### src/rtl/wram_pkg.sv
package wram_pkg;
  localparam int ADDR_W  = 16;
  localparam int DATA_W  = 8;
  localparam int OFS_W   = 13;
  localparam int PG_W    = 2;
  localparam int RAM_W   = PG_W + OFS_W;
  localparam int LATCH_N = 3;

  // Offsets (low 12 bits) shared by the capture range and the readback range.
  localparam logic [11:0] LATCH_OFS [LATCH_N] = '{12'h000, 12'h010, 12'h013};
  localparam logic [3:0]  CAPT_NIB  = 4'h5;
  localparam logic [3:0]  READ_NIB  = 4'h6;
  localparam logic [2:0]  WIN_TOP   = 3'b011;
  localparam logic [15:0] MODE_MASK = 16'hE001;
  localparam logic [15:0] MODE_HIT  = 16'hA001;

  // Page codes: high nibble E with bit 2 set; bits 1:0 give the page.
  function automatic logic mode_is_paged(input logic [7:0] m);
    return (m[7:4] == 4'hE) && m[2];
  endfunction

  // Page 0 codes also copy writes into the normal bank.
  function automatic logic mode_mirrors(input logic [7:0] m);
    return mode_is_paged(m) && (m[1:0] == 2'b00);
  endfunction

  function automatic logic mode_arms_latch(input logic [7:0] m);
    return (m == 8'hA1) || (m == 8'hA5) || (m == 8'hA9);
  endfunction
endpackage

### src/rtl/wram_mode_reg.sv
module wram_mode_reg
  import wram_pkg::*;
#(
  parameter int DW = DATA_W
) (
  input  logic              clk,
  input  logic              rst,
  input  logic [ADDR_W-1:0] cpu_addr,
  input  logic [DW-1:0]     cpu_wdata,
  input  logic              cpu_wr,
  output logic [DW-1:0]     mode_q
);
  logic load;
  assign load = cpu_wr && ((cpu_addr & MODE_MASK) == MODE_HIT);

  always_ff @(posedge clk) begin
    if (rst)       mode_q <= '0;
    else if (load) mode_q <= cpu_wdata;
  end

  assert_reset_mode_R1: assert property (@(posedge clk) rst |=> (mode_q == '0));
  assert_mode_load_R5: assert property (@(posedge clk) disable iff (rst)
    (cpu_wr && ((cpu_addr & MODE_MASK) == MODE_HIT)) |=> (mode_q == $past(cpu_wdata)));
  assert_mode_hold_R5: assert property (@(posedge clk) disable iff (rst)
    !(cpu_wr && ((cpu_addr & MODE_MASK) == MODE_HIT)) |=> $stable(mode_q));
endmodule

### src/rtl/wram_latch.sv
module wram_latch
  import wram_pkg::*;
#(
  parameter int DW = DATA_W,
  parameter int NB = LATCH_N
) (
  input  logic              clk,
  input  logic              rst,
  input  logic [ADDR_W-1:0] cpu_addr,
  input  logic [DW-1:0]     cpu_wdata,
  input  logic              cpu_rd,
  input  logic              cpu_wr,
  input  logic              armed,
  output logic              hit,
  output logic [DW-1:0]     hit_data
);
  logic          cap_en;
  logic          pending;
  logic [NB-1:0] cap_match;
  logic [NB-1:0] rd_match;
  logic [DW-1:0] byte_q [NB];
  logic          last_read;

  assign cap_en = cpu_wr && armed && (cpu_addr[15:12] == CAPT_NIB);

  for (genvar i = 0; i < NB; i++) begin : g_slot
    assign cap_match[i] = cap_en && (cpu_addr[11:0] == LATCH_OFS[i]);
    assign rd_match[i]  = pending && cpu_rd &&
                          (cpu_addr[15:12] == READ_NIB) &&
                          (cpu_addr[11:0] == LATCH_OFS[i]);
    always_ff @(posedge clk) begin
      if (rst)               byte_q[i] <= '0;
      else if (cap_match[i]) byte_q[i] <= cpu_wdata;
    end
  end

  assign last_read = rd_match[NB-1];
  assign hit       = |rd_match;

  always_comb begin
    hit_data = '0;
    for (int k = 0; k < NB; k++)
      if (rd_match[k]) hit_data = hit_data | byte_q[k];
  end

  always_ff @(posedge clk) begin
    if (rst)            pending <= 1'b0;
    else if (cap_en)    pending <= 1'b1;
    else if (last_read) pending <= 1'b0;
  end

  assert_reset_flag_R1: assert property (@(posedge clk) rst |=> !pending);
  assert_capture_sets_R6: assert property (@(posedge clk) disable iff (rst)
    cap_en |=> pending);
  assert_last_clears_R9: assert property (@(posedge clk) disable iff (rst)
    (last_read && !cap_en) |=> !pending);
  assert_flag_holds_R7: assert property (@(posedge clk) disable iff (rst)
    (!cap_en && !last_read) |=> $stable(pending));
  assert_single_slot_R8: assert property (@(posedge clk) disable iff (rst)
    $onehot0(rd_match));
endmodule

### src/rtl/wram_route.sv
module wram_route
  import wram_pkg::*;
#(
  parameter int DW = DATA_W,
  parameter int OW = OFS_W
) (
  input  logic              clk,
  input  logic              rst,
  input  logic [DW-1:0]     mode,
  input  logic [ADDR_W-1:0] cpu_addr,
  input  logic [DW-1:0]     cpu_wdata,
  input  logic              cpu_rd,
  input  logic              cpu_wr,
  input  logic              hit,
  input  logic [DW-1:0]     hit_data,
  input  logic [DW-1:0]     ram_rdata,
  input  logic [DW-1:0]     bank_rdata,
  output logic [DW-1:0]     cpu_rdata,
  output logic [PG_W+OW-1:0] ram_addr,
  output logic [DW-1:0]     ram_wdata,
  output logic              ram_we,
  output logic [OW-1:0]     bank_addr,
  output logic              bank_sel,
  output logic [DW-1:0]     bank_wdata,
  output logic              bank_we
);
  logic in_win, paged, mirror;

  assign in_win = (cpu_addr[15:13] == WIN_TOP);
  assign paged  = mode_is_paged(mode);
  assign mirror = mode_mirrors(mode);

  assign ram_addr   = {mode[PG_W-1:0], cpu_addr[OW-1:0]};
  assign bank_addr  = cpu_addr[OW-1:0];
  assign ram_wdata  = cpu_wdata;
  assign bank_wdata = cpu_wdata;

  assign ram_we   = in_win && cpu_wr && paged;
  assign bank_we  = in_win && cpu_wr && (!paged || mirror);
  assign bank_sel = bank_we || (in_win && cpu_rd && !paged && !hit);

  always_comb begin
    if (hit)                 cpu_rdata = hit_data;
    else if (in_win && paged) cpu_rdata = ram_rdata;
    else if (in_win)          cpu_rdata = bank_rdata;
    else                      cpu_rdata = '0;
  end

  assert_outside_quiet_R11: assert property (@(posedge clk) disable iff (rst)
    (cpu_addr[15:13] != WIN_TOP) |-> (!ram_we && !bank_we && !bank_sel));
  assert_dual_write_R4: assert property (@(posedge clk) disable iff (rst)
    (ram_we && bank_we) |-> ((mode[7:4] == 4'hE) && (mode[1:0] == 2'b00)));
  assert_ram_needs_page_R2: assert property (@(posedge clk) disable iff (rst)
    ram_we |-> ((mode[7:4] == 4'hE) && mode[2] && cpu_wr));
  assert_fallthrough_R3: assert property (@(posedge clk) disable iff (rst)
    (in_win && cpu_wr && (mode[7:4] != 4'hE)) |-> (bank_we && !ram_we));
endmodule

### src/rtl/wram_window.sv
module wram_window
  import wram_pkg::*;
#(
  parameter int DW = DATA_W,
  parameter int OW = OFS_W
) (
  input  logic                 clk,
  input  logic                 rst,
  input  logic [ADDR_W-1:0]    cpu_addr,
  input  logic [DW-1:0]        cpu_wdata,
  input  logic                 cpu_rd,
  input  logic                 cpu_wr,
  output logic [DW-1:0]        cpu_rdata,
  output logic [PG_W+OW-1:0]   ram_addr,
  output logic [DW-1:0]        ram_wdata,
  output logic                 ram_we,
  input  logic [DW-1:0]        ram_rdata,
  output logic [OW-1:0]        bank_addr,
  output logic                 bank_sel,
  output logic [DW-1:0]        bank_wdata,
  output logic                 bank_we,
  input  logic [DW-1:0]        bank_rdata
);
  logic [DW-1:0] mode_q;
  logic          hit;
  logic [DW-1:0] hit_data;

  wram_mode_reg #(.DW(DW)) u_mode (
    .clk(clk), .rst(rst), .cpu_addr(cpu_addr), .cpu_wdata(cpu_wdata),
    .cpu_wr(cpu_wr), .mode_q(mode_q)
  );

  wram_latch #(.DW(DW), .NB(LATCH_N)) u_latch (
    .clk(clk), .rst(rst), .cpu_addr(cpu_addr), .cpu_wdata(cpu_wdata),
    .cpu_rd(cpu_rd), .cpu_wr(cpu_wr), .armed(mode_arms_latch(mode_q)),
    .hit(hit), .hit_data(hit_data)
  );

  wram_route #(.DW(DW), .OW(OW)) u_route (
    .clk(clk), .rst(rst), .mode(mode_q), .cpu_addr(cpu_addr),
    .cpu_wdata(cpu_wdata), .cpu_rd(cpu_rd), .cpu_wr(cpu_wr),
    .hit(hit), .hit_data(hit_data), .ram_rdata(ram_rdata),
    .bank_rdata(bank_rdata), .cpu_rdata(cpu_rdata), .ram_addr(ram_addr),
    .ram_wdata(ram_wdata), .ram_we(ram_we), .bank_addr(bank_addr),
    .bank_sel(bank_sel), .bank_wdata(bank_wdata), .bank_we(bank_we)
  );
endmodule

### config.mk
export PLATFORM = sky130hd
export DESIGN_NAME = wram_window
export DESIGN_NICKNAME = d
export VERILOG_FILES = /design/src/rtl/wram_pkg.sv /design/src/rtl/wram_mode_reg.sv /design/src/rtl/wram_latch.sv /design/src/rtl/wram_route.sv /design/src/rtl/wram_window.sv
export SDC_FILE = /design/constraint.sdc
export NUM_CORES = 1
export LEC_CHECK = 0
export BUFFER_PORTS_ARGS = -buffer_cell sky130_fd_sc_hd__buf_2
export CAP_MARGIN = 15
export CORE_MARGIN = 1
export CORE_UTILIZATION = 45
export DETAILED_ROUTE_END_ITERATION = 12
export PLACE_DENSITY = 0.77
export REMOVE_ABC_BUFFERS = 1
export SLEW_MARGIN = 10
export SYNTH_ARGS = -nofsm -noshare
export SYNTH_HDL_FRONTEND = slang
export SYNTH_SLANG_ARGS = --single-unit
### constraint.sdc
create_clock -name clk -period 2.05 [get_ports clk]
set_input_delay 0.41 -clock clk [delete_from_list [all_inputs] [get_ports clk]]
set_output_delay 0.41 -clock clk [all_outputs]
set_load 0.1 [all_outputs]
==> metrics.yaml, run 1 <==
outcome: "finished, violations left"
violations: "negative setup slack"
die_w_um: 71.9
cts_tree: "built"
grt-busiest-layer: "met2"
die-area_um2: 5170
slew_viol_final: 0
netlist_area_um2: 2200
synth_top_area_frac: 0.327
crit_path_end_kind: "output port"
total_leakage_power_uw: 0.00137
via_per_inst: 4.88
grt_pass1_wl_mm: 7.58
drt_iter0_markers: 44
vias: 1752
irDropWorstVdd_uv: 493
hold_viol_final: 0
diodes: 0
core_area_um2: 4720
drv_cap: 0
die_h_um: 71.9
io_pins: 99
drt_wl_total_mm: 4.95
synth_edf_count: 24
grt_use_met2: 0.351
gp_congestion: 0.810
grt_pass1_vias: 1623
std_cell_rows: 25
critical_path_class: "in -> out"
layout-drive-gt1-share: 0.575
clock_sinks: 33
post-route-util: 0.643
ys_ff_latch: 33
startpoint_type: "primary input"
synth_area_leaders: "edfxtp_1, buf_4, dfxtp_1"
cpMaxStageDelayCell: "or3_4"
drtPass1Iterations: 4
worstPathRequired_ns: 1.64
drtAntennaViolNets: 0
whs_ns: 0.428
critical_path.cell_chain: "buf_6 > nand3b_4 > or3_4 > o31ai_4 > buf_12 > o211ai_1 > clkbuf_16"
port_buffers: 98
final-setup-viol-count: 9
postCtsHoldBufs: 0
final_common_cell: "buf_2"
layout_common_cells: "buf_2, buf_4, and2_1, edfxtp_1"
clk_latency_ns: 0.28
cp_max_fo: 8
layout.nets: 335
cp_top_family: "simple AND/OR/NAND/NOR gates"
root_buffer: "clkbuf_8"
max-slew-margin-rel: 0.665
place_hpwl_mm: 3.65
skew_ns: 0.00958
grt_use_total: 0.194
rsz0062_at_grt: "true"
async_reset_ff_frac: 0
drc: 0
max_freq_ghz: 0.444
cts_buffer_depth: 2
max_stage_delay_ns: 0.39
synth_flop_cell: "edfxtp_1"
cp.arrival_ns: 1.84
worst_slack_ns: -0.200
tightest_slew_ns: 0.505
cts_htree_levels: 2
path_buf_inv: 3
fin_crit_sh: 1.10
ys_seq_area_frac: 0.409
fin_tns_setup_ns: -1.46
min_path_type: "in -> reg"
place_ws_ns: -0.348
met3_usage: 0.0306
grt_max_degree: 18
syn_inst: 204
numCtsBuffers: 5
path_clk_slew_ns: 0.07
grt-ovfl-total: 0
ys_types: 34
start_util: 0.466
p_per_area_nw_per_um2: 602
finalCriticalPeriod_ns: 2.25
wire_per_inst_um: 13.8
grtUsageMet1: 0.231
synth_top_area_cell: "edfxtp_1"
area_growth_syn_to_layout_pct: 38.0
yosys_warnings: 0
power_uw: 1830
antenna_found_initial: 0
postSynthAreaPerCell_um2: 10.8
layout make-up:
| type | count | area, um2 |
|---|---|---|
| Tap cell | 67 | 83.8 |
| Fill cell | 358 | 1690 |
| Clock buffer | 8 | 90.1 |
| Inverter | 2 | 7.51 |
| Sequential cell | 33 | 903 |
| Multi-Input combinational cell | 119 | 991 |
| Timing Repair Buffer | 130 | 962 |
per-layer routing:
metal / share of wire / wire length [um]
met5: 0 / 0
met4: 0.016 / 78
met3: 0.034 / 169
met2: 0.54 / 2660
met1: 0.41 / 2040
flip-flops by register name, indices dropped and copies added, names as in the netlist:
| signal | count |
|---|---|
| u_mode.mode_q | 8 |
| u_latch.pending | 1 |
| u_latch.byte_q | 24 |
logic make-up after synthesis:
group / share of synthesized area
simple gates: 0.243
flops: 0.409
buf+inv: 0.166
mux: 0.114
compound gates: 0.0682
path summary, 6_finish.rpt:
| path | cells past startpoint | slack, ns | to | startpoint |
|---|---|---|---|---|
| worst max-delay path | 7 | -0.20 | cpu_rdata[6] | cpu_addr[15] |
| worst min-delay path | 3 | 0.43 | u_mode.mode_q[5] | cpu_wdata[5] |
| worst max register to register | 4 | 0.36 | u_latch.byte_q[0][2] | u_mode.mode_q[1] |
| worst min register to register | 2 | 0.49 | u_mode.mode_q[5] | u_mode.mode_q[5] |
Yosys cell counts (2+ instances only):
library cell,count
a31o_2,2
nor2_1,12
and4b_1,3
clkbuf_1,2
a21oi_1,2
nand3_1,17
inv_1,2
nor4_1,2
mux2i_1,16
and2_1,24
buf_2,4
nand4_2,2
and3b_1,2
edfxtp_1,24
buf_4,44
dfxtp_1,9
o211ai_1,8
nand2_1,3
and3_1,2
nor4b_4,3
mux2_2,8
worst register-to-register path, cell delays in order (launching register included):
cell	delay (ns)
dfxtp_1	0.35
nor4b_4	0.34
nand4_2	0.21
nor4b_4	0.47
and2_1	0.19
power breakdown:
part           total, uW  switching [uW]  internal, uW
logic                606             468           138
registers            737            5.46           731
clock network        486             213           273
total               1830             686          1140
per-stage QoR:
stage | std cells | area [um2]
after floorplan | 154 | 1840
after global placement | 348 | 2810
after detailed placement | 348 | 2810
after CTS | 359 | 2980
after global routing | 359 | 3040
final | 359 | 3040
what timing repair did:
action                                  CTS  global route
pin swaps                                11             8
resized for setup                        12            17
buffers inserted                          3             1
endpoints found under the setup margin   11            10
Power figures use the tool's default switching activity.
==> run 2, diff against run 1 <==
--- a/config.mk
+++ b/config.mk
@@ -10,6 +10,8 @@
 export CORE_MARGIN = 1
 export CORE_UTILIZATION = 45
 export DETAILED_ROUTE_END_ITERATION = 12
+export GPL_TIMING_DRIVEN = 0
+export MAX_ROUTING_LAYER = met4
 export PLACE_DENSITY = 0.77
 export REMOVE_ABC_BUFFERS = 1
 export SLEW_MARGIN = 10
==> metrics.yaml, run 2 (synthesized netlist as in run 1, its figures left out) <==
grt_max_degree: 18  # unchanged
antenna_found_initial: 0  # unchanged
clk_latency_ns: 0.29  # about the same
root_buffer: "clkbuf_8"
largest_reg_flops: 24  # unchanged
path_clk_slew_ns: 0.06  # about the same
path_buf_inv: 3  # unchanged
rsz0062_at_grt: "true"
drc: 0  # unchanged
port_buffers: 98  # unchanged
min_path_type: "in -> reg"
max_freq_ghz: 0.444  # -0.15%
critical_path_class: "in -> out"
regArea_um2: 901  # -0.28%
slew_viol_final: 0  # unchanged
hold_viol_final: 0  # unchanged
cts_htree_levels: 2  # unchanged
reg_top3: "u_latch.byte_q (24), u_mode.mode_q (8), u_latch.pending (1)"
power_uw: 1760  # -3.5%
io_pins: 99  # unchanged
critical_path.cell_chain: "buf_8 > nand3b_4 > or3_4 > o31ai_4 > buf_12 > o211ai_1 > buf_6"
max_stage_delay_ns: 0.42  # +0.03 ns
cts_tree: "built"
irDropWorstVdd_uv: 424  # -14%
cp_max_fo: 8  # unchanged
final_common_cell: "buf_2"
cp_top_family: "simple AND/OR/NAND/NOR gates"
die_h_um: 71.9  # unchanged
layout_common_cells: "buf_2, and2_1, edfxtp_1"
cpMaxStageDelayCell: "or3_4"
cts_buffer_depth: 2  # unchanged
core_area_um2: 4720  # unchanged
drt_wl_total_mm: 4.81  # -2.8%
gp_congestion: 0.826  # +1.9%
whs_ns: 0.418  # -0.0101 ns
die_w_um: 71.9  # unchanged
die-area_um2: 5170  # unchanged
vias: 1645  # -6.1%
start_util: 0.466  # unchanged
grt-ovfl-total: 0  # unchanged
via_per_inst: 4.87  # -0.27%
place_hpwl_mm: 3.17  # -13%
clock_sinks: 33  # unchanged
finalCriticalPeriod_ns: 2.25  # +0.00337 ns
grt_pass1_wl_mm: 7.31  # -3.5%
largest-register: "u_latch.byte_q"
final-setup-viol-count: 9  # unchanged
grt_pass1_vias: 1501  # -7.5%
fin_tns_setup_ns: -1.71  # -0.241 ns
fin_crit_sh: 1.10  # +0.00164
grt_use_total: 0.196  # +0.00190
post-route-util: 0.586  # -0.0570
nFillCells: 385  # +7.5%
place_ws_ns: -0.633  # -0.285 ns
skew_ns: 0.00424  # -0.00534 ns
std_cell_rows: 25  # unchanged
drtAntennaViolNets: 0  # unchanged
crit_path_end_kind: "output port"
worstPathRequired_ns: 1.64  # about the same
outcome: "finished, violations left"
startpoint_type: "primary input"
max-slew-margin-rel: 0.629  # -0.0367
numCtsBuffers: 5  # unchanged
drv_cap: 0  # unchanged
cp.arrival_ns: 1.84  # about the same
worst_slack_ns: -0.204  # -0.00337 ns
violations: "negative setup slack"
total_leakage_power_uw: 0.00124  # -9.4%
diodes: 0  # unchanged
area_growth_syn_to_layout_pct: 25.8
wire_per_inst_um: 14.2  # +3.2%
p_per_area_nw_per_um2: 637  # +5.8%
tightest_slew_ns: 0.555  # +0.0499 ns
drt_iter0_markers: 68  # +55%
layout.nets: 314  # -6.3%
multi_input_area_um2: 1000  # +1.4%
drtPass1Iterations: 4  # unchanged
layout-drive-gt1-share: 0.531  # -0.0440
-- run 2: cell types whose count changed in the layout (fill, tap and decap cells not counted), sizes merged --
cell and change:
clkinv +1, and4b +1, clkbuf -4, buf -19
-- run 2: worst paths after layout --
check                                 startpoint              endpoint  slack, ns  depth (start not counted)
worst max-delay path                cpu_addr[15]          cpu_rdata[2]      -0.20                          7
worst min-delay path                cpu_wdata[5]      u_mode.mode_q[5]       0.42                          3
worst max register to register  u_mode.mode_q[1]  u_latch.byte_q[2][3]       0.31                          4
worst min register to register  u_mode.mode_q[3]      u_mode.mode_q[3]       0.50                          2
-- run 2: metal layers --
metal,routed length (um),track usage,vias up
li1,-,-,831
met1,2080,0.226,760
met2,2490,0.329,45
met3,160,0.0417,9
met4,84,0.0850,0
met5,0,-,-
-- run 2: metrics by stage --
step,std cells,cell area [um2]
2_1_floorplan,154,1840
3_3_place_gp,319,2420
3_5_place_dp,319,2420
4_1_cts,335,2700
5_1_grt,338,2770
6_report,338,2770
-- run 2: tightest hold or removal path, stage by stage --
cell and delay [ns]:
buf_2 0.12, mux2i_1 0.07, nor2_1 0.07
-- run 2: repair_timing --
item | in CTS | in global routing
hold buffers | 0 | 0
pin swaps | 17 | 7
buffers inserted | 7 | 3
cloned | 1 | 0
resized for setup | 38 | 9
setup endpoints to repair | 18 | 19
endpoints found under the hold margin | 0 | 0
-- run 2: where the power goes --
part           internal (uW)  switching, uW  leakage (uW)
registers                731           5.59      0.000321
clock network            238            218     0.0000422
logic                    111            461      0.000879
-- run 2: area by class of cell --
class,count,area share
timing repair buffer,108,0.249
inverter,2,0.00271
sequential,33,0.325
clock inverter,1,0.00181
clock buffer,7,0.0276
multi-input combinational,120,0.363
tap,67,0.0303
==> run 3, diff against run 2 <==
--- a/config.mk
+++ b/config.mk
@@ -13,7 +13,6 @@
 export GPL_TIMING_DRIVEN = 0
 export MAX_ROUTING_LAYER = met4
 export PLACE_DENSITY = 0.77
-export REMOVE_ABC_BUFFERS = 1
 export SLEW_MARGIN = 10
 export SYNTH_ARGS = -nofsm -noshare
 export SYNTH_HDL_FRONTEND = slang
==> metrics.yaml, run 3 (synthesized netlist as in run 1, its figures left out) <==
layout_common_cells: "buf_2, buf_4, and2_1, edfxtp_1"
fin_tns_setup_ns: -1.41  # +0.297 ns
place_hpwl_mm: 3.70  # +17%
gp_congestion: 0.762  # -7.7%
via_per_inst: 4.87  # about the same
largest-register: "u_latch.byte_q"
largest_reg_flops: 24  # unchanged
place_ws_ns: -0.638  # -0.00475 ns
worst_slack_ns: -0.201  # +0.00274 ns
final-setup-viol-count: 9  # unchanged
startpoint_type: "flip-flop"
layout-drive-gt1-share: 0.606  # +0.0743
drv_cap: 0  # unchanged
root_buffer: "clkbuf_8"
violations: "negative setup slack"
max-slew-margin-rel: 0.637  # +0.00812
reg2reg_depth: 4  # unchanged
rrSetupSlack_ns: 0.28  # -0.03 ns
die_w_um: 71.9  # unchanged
regArea_um2: 902  # +0.14%
cts_tree: "built"
cp_top_family: "simple AND/OR/NAND/NOR gates"
vias: 1869  # +14%
irDropWorstVdd_uv: 346  # -18%
grt-ovfl-total: 0  # unchanged
clk_latency_ns: 0.28  # about the same
wire_per_inst_um: 13.6  # -4.3%
drtAntennaViolNets: 0  # unchanged
diodes: 0  # unchanged
cp_max_fo: 8  # unchanged
start_util: 0.466  # unchanged
die_h_um: 71.9  # unchanged
p_per_area_nw_per_um2: 601  # -5.7%
finalCriticalPeriod_ns: 2.25  # -0.00274 ns
cp.arrival_ns: 1.84  # about the same
critPathLaunch: "u_latch.pending"
clock_sinks: 33  # unchanged
io_pins: 99  # unchanged
fin_crit_sh: 1.10  # -0.00134
worstPathRequired_ns: 1.64  # about the same
critical_path.cell_chain: "nand2_2 > or3_4 > o31ai_4 > buf_12 > o211ai_1 > buf_6"
drt_iter0_markers: 60  # -12%
nFillCells: 350  # -9.1%
grt_pass1_wl_mm: 8.05  # +10%
rsz0062_at_grt: "true"
std_cell_rows: 25  # unchanged
critical_path_class: "reg -> out"
reg_top3: "u_latch.byte_q (24), u_mode.mode_q (8), u_latch.pending (1)"
min_path_type: "in -> reg"
die-area_um2: 5170  # unchanged
max_freq_ghz: 0.444  # +0.12%
area_growth_syn_to_layout_pct: 40.9
design_area_um2: 3100  # +12%
grt_use_total: 0.213  # +0.0174
timing.rr.start: "u_mode.mode_q[1]"
syn-num-nets: 248
dpl.cell_count: 369  # +16%
slew_viol_final: 0  # unchanged
r2r_end: "u_latch.byte_q[0][0]"
grt_pass1_vias: 1733  # +15%
drc: 0  # unchanged
path_buf_inv: 2  # -1
drtPass1Iterations: 4  # unchanged
crit_path_end_kind: "output port"
core_area_um2: 4720  # unchanged
postPlaceCellArea_um2: 2800  # +16%
max_stage_delay_ns: 0.39  # -0.03 ns
numCtsBuffers: 5  # unchanged
layout.nets: 360  # +15%
final_cells: 384  # +14%
drt_wl_total_mm: 5.23  # +8.7%
cpMaxStageDelayCell: "or3_4"
crit_cells: 6  # -1
multi_input_area_um2: 1010  # +0.37%
final_common_cell: "buf_2"
grt_max_degree: 11  # -7
skew_ns: 0.00751  # +0.00327 ns
hold_viol_final: 0  # unchanged
cp-endpoint: "cpu_rdata[3]"
total_leakage_power_uw: 0.00145  # +17%
cts_htree_levels: 2  # unchanged
path_clk_slew_ns: 0.06  # about the same
cts_buffer_depth: 2  # unchanged
tightest_slew_ns: 0.543  # -0.0121 ns
antenna_found_initial: 0  # unchanged
outcome: "finished, violations left"
port_buffers: 98  # unchanged
==> run 3: changes by cell type in the layout (fill, tap and decap cells not counted), sizes merged <==
cell | previous run | this run
buf | 108 | 151
clkinv | 1 | 0
clkbuf | 7 | 12
and4b | 4 | 3
==> run 3: what timing repair did <==
action                     4_1_cts  5_1_grt
setup endpoints to repair       11       11
setup buffers                    7        0
hold buffers                     0        0
resized for setup               34        6
gates cloned                     0        0
pin swaps                       10        5
==> run 3: metal layers <==
layer  vias up  share of wire  global-route usage  wire length (um)
li1        918              -                   -                 -
met1       874           0.42               0.244              2190
met2        70           0.53               0.388              2780
met3         7          0.040              0.0250               207
met4         0         0.0092              0.0697                48
met5         -              0                   -                 0
==> run 3: per-stage QoR <==
stage	hold slack (ns)	power [uW]	util
after global routing	0.463	1920	0.657
after floorplan	0.454	1240	-
after detailed placement	0.476	1360	0.594
final	0.437	1860	0.657
after global placement	0.468	1350	0.594
after CTS	0.437	1870	0.653
==> run 3: cell type report <==
type	instances	share of cell area
Multi-Input combinational cell	119	0.325
Sequential cell	33	0.291
Timing Repair Buffer	105	0.205
Buffer	50	0.121
Clock buffer	8	0.0290
Tap cell	67	0.0270
Inverter	2	0.00242
==> run 3: worst min-delay path, delay by kind of cell <==
kind | cells | cell delay (ns)
buffers and inverters | 1 | 0.12
muxes | 1 | 0.07
and+or+nand+nor | 1 | 0.07
==> run 3: power by group <==
group	internal (uW)	switching [uW]	leakage (uW)	total (uW)
sequential	731	6.33	0.000321	737
combinational	158	475	0.00109	633
clock	274	221	0.0000455	494
total	1160	702	0.00145	1860
==> run 3: how the worst min path moves through the flow <==
| stage | startpoint | slack [ns] | endpoint | cells after the start |
|---|---|---|---|---|
| 6_report | cpu_wdata[3] | 0.44 | u_mode.mode_q[3] | 3 |
| 2_1_floorplan | u_mode.mode_q[4] | 0.45 | u_mode.mode_q[4] | 2 |
| 4_1_cts | cpu_wdata[3] | 0.44 | u_mode.mode_q[3] | 3 |
| 3_5_place_dp | u_mode.mode_q[4] | 0.48 | u_mode.mode_q[4] | 2 |
| 5_1_grt | cpu_wdata[3] | 0.46 | u_mode.mode_q[3] | 3 |
| 3_3_place_gp | u_mode.mode_q[4] | 0.47 | u_mode.mode_q[4] | 2 |
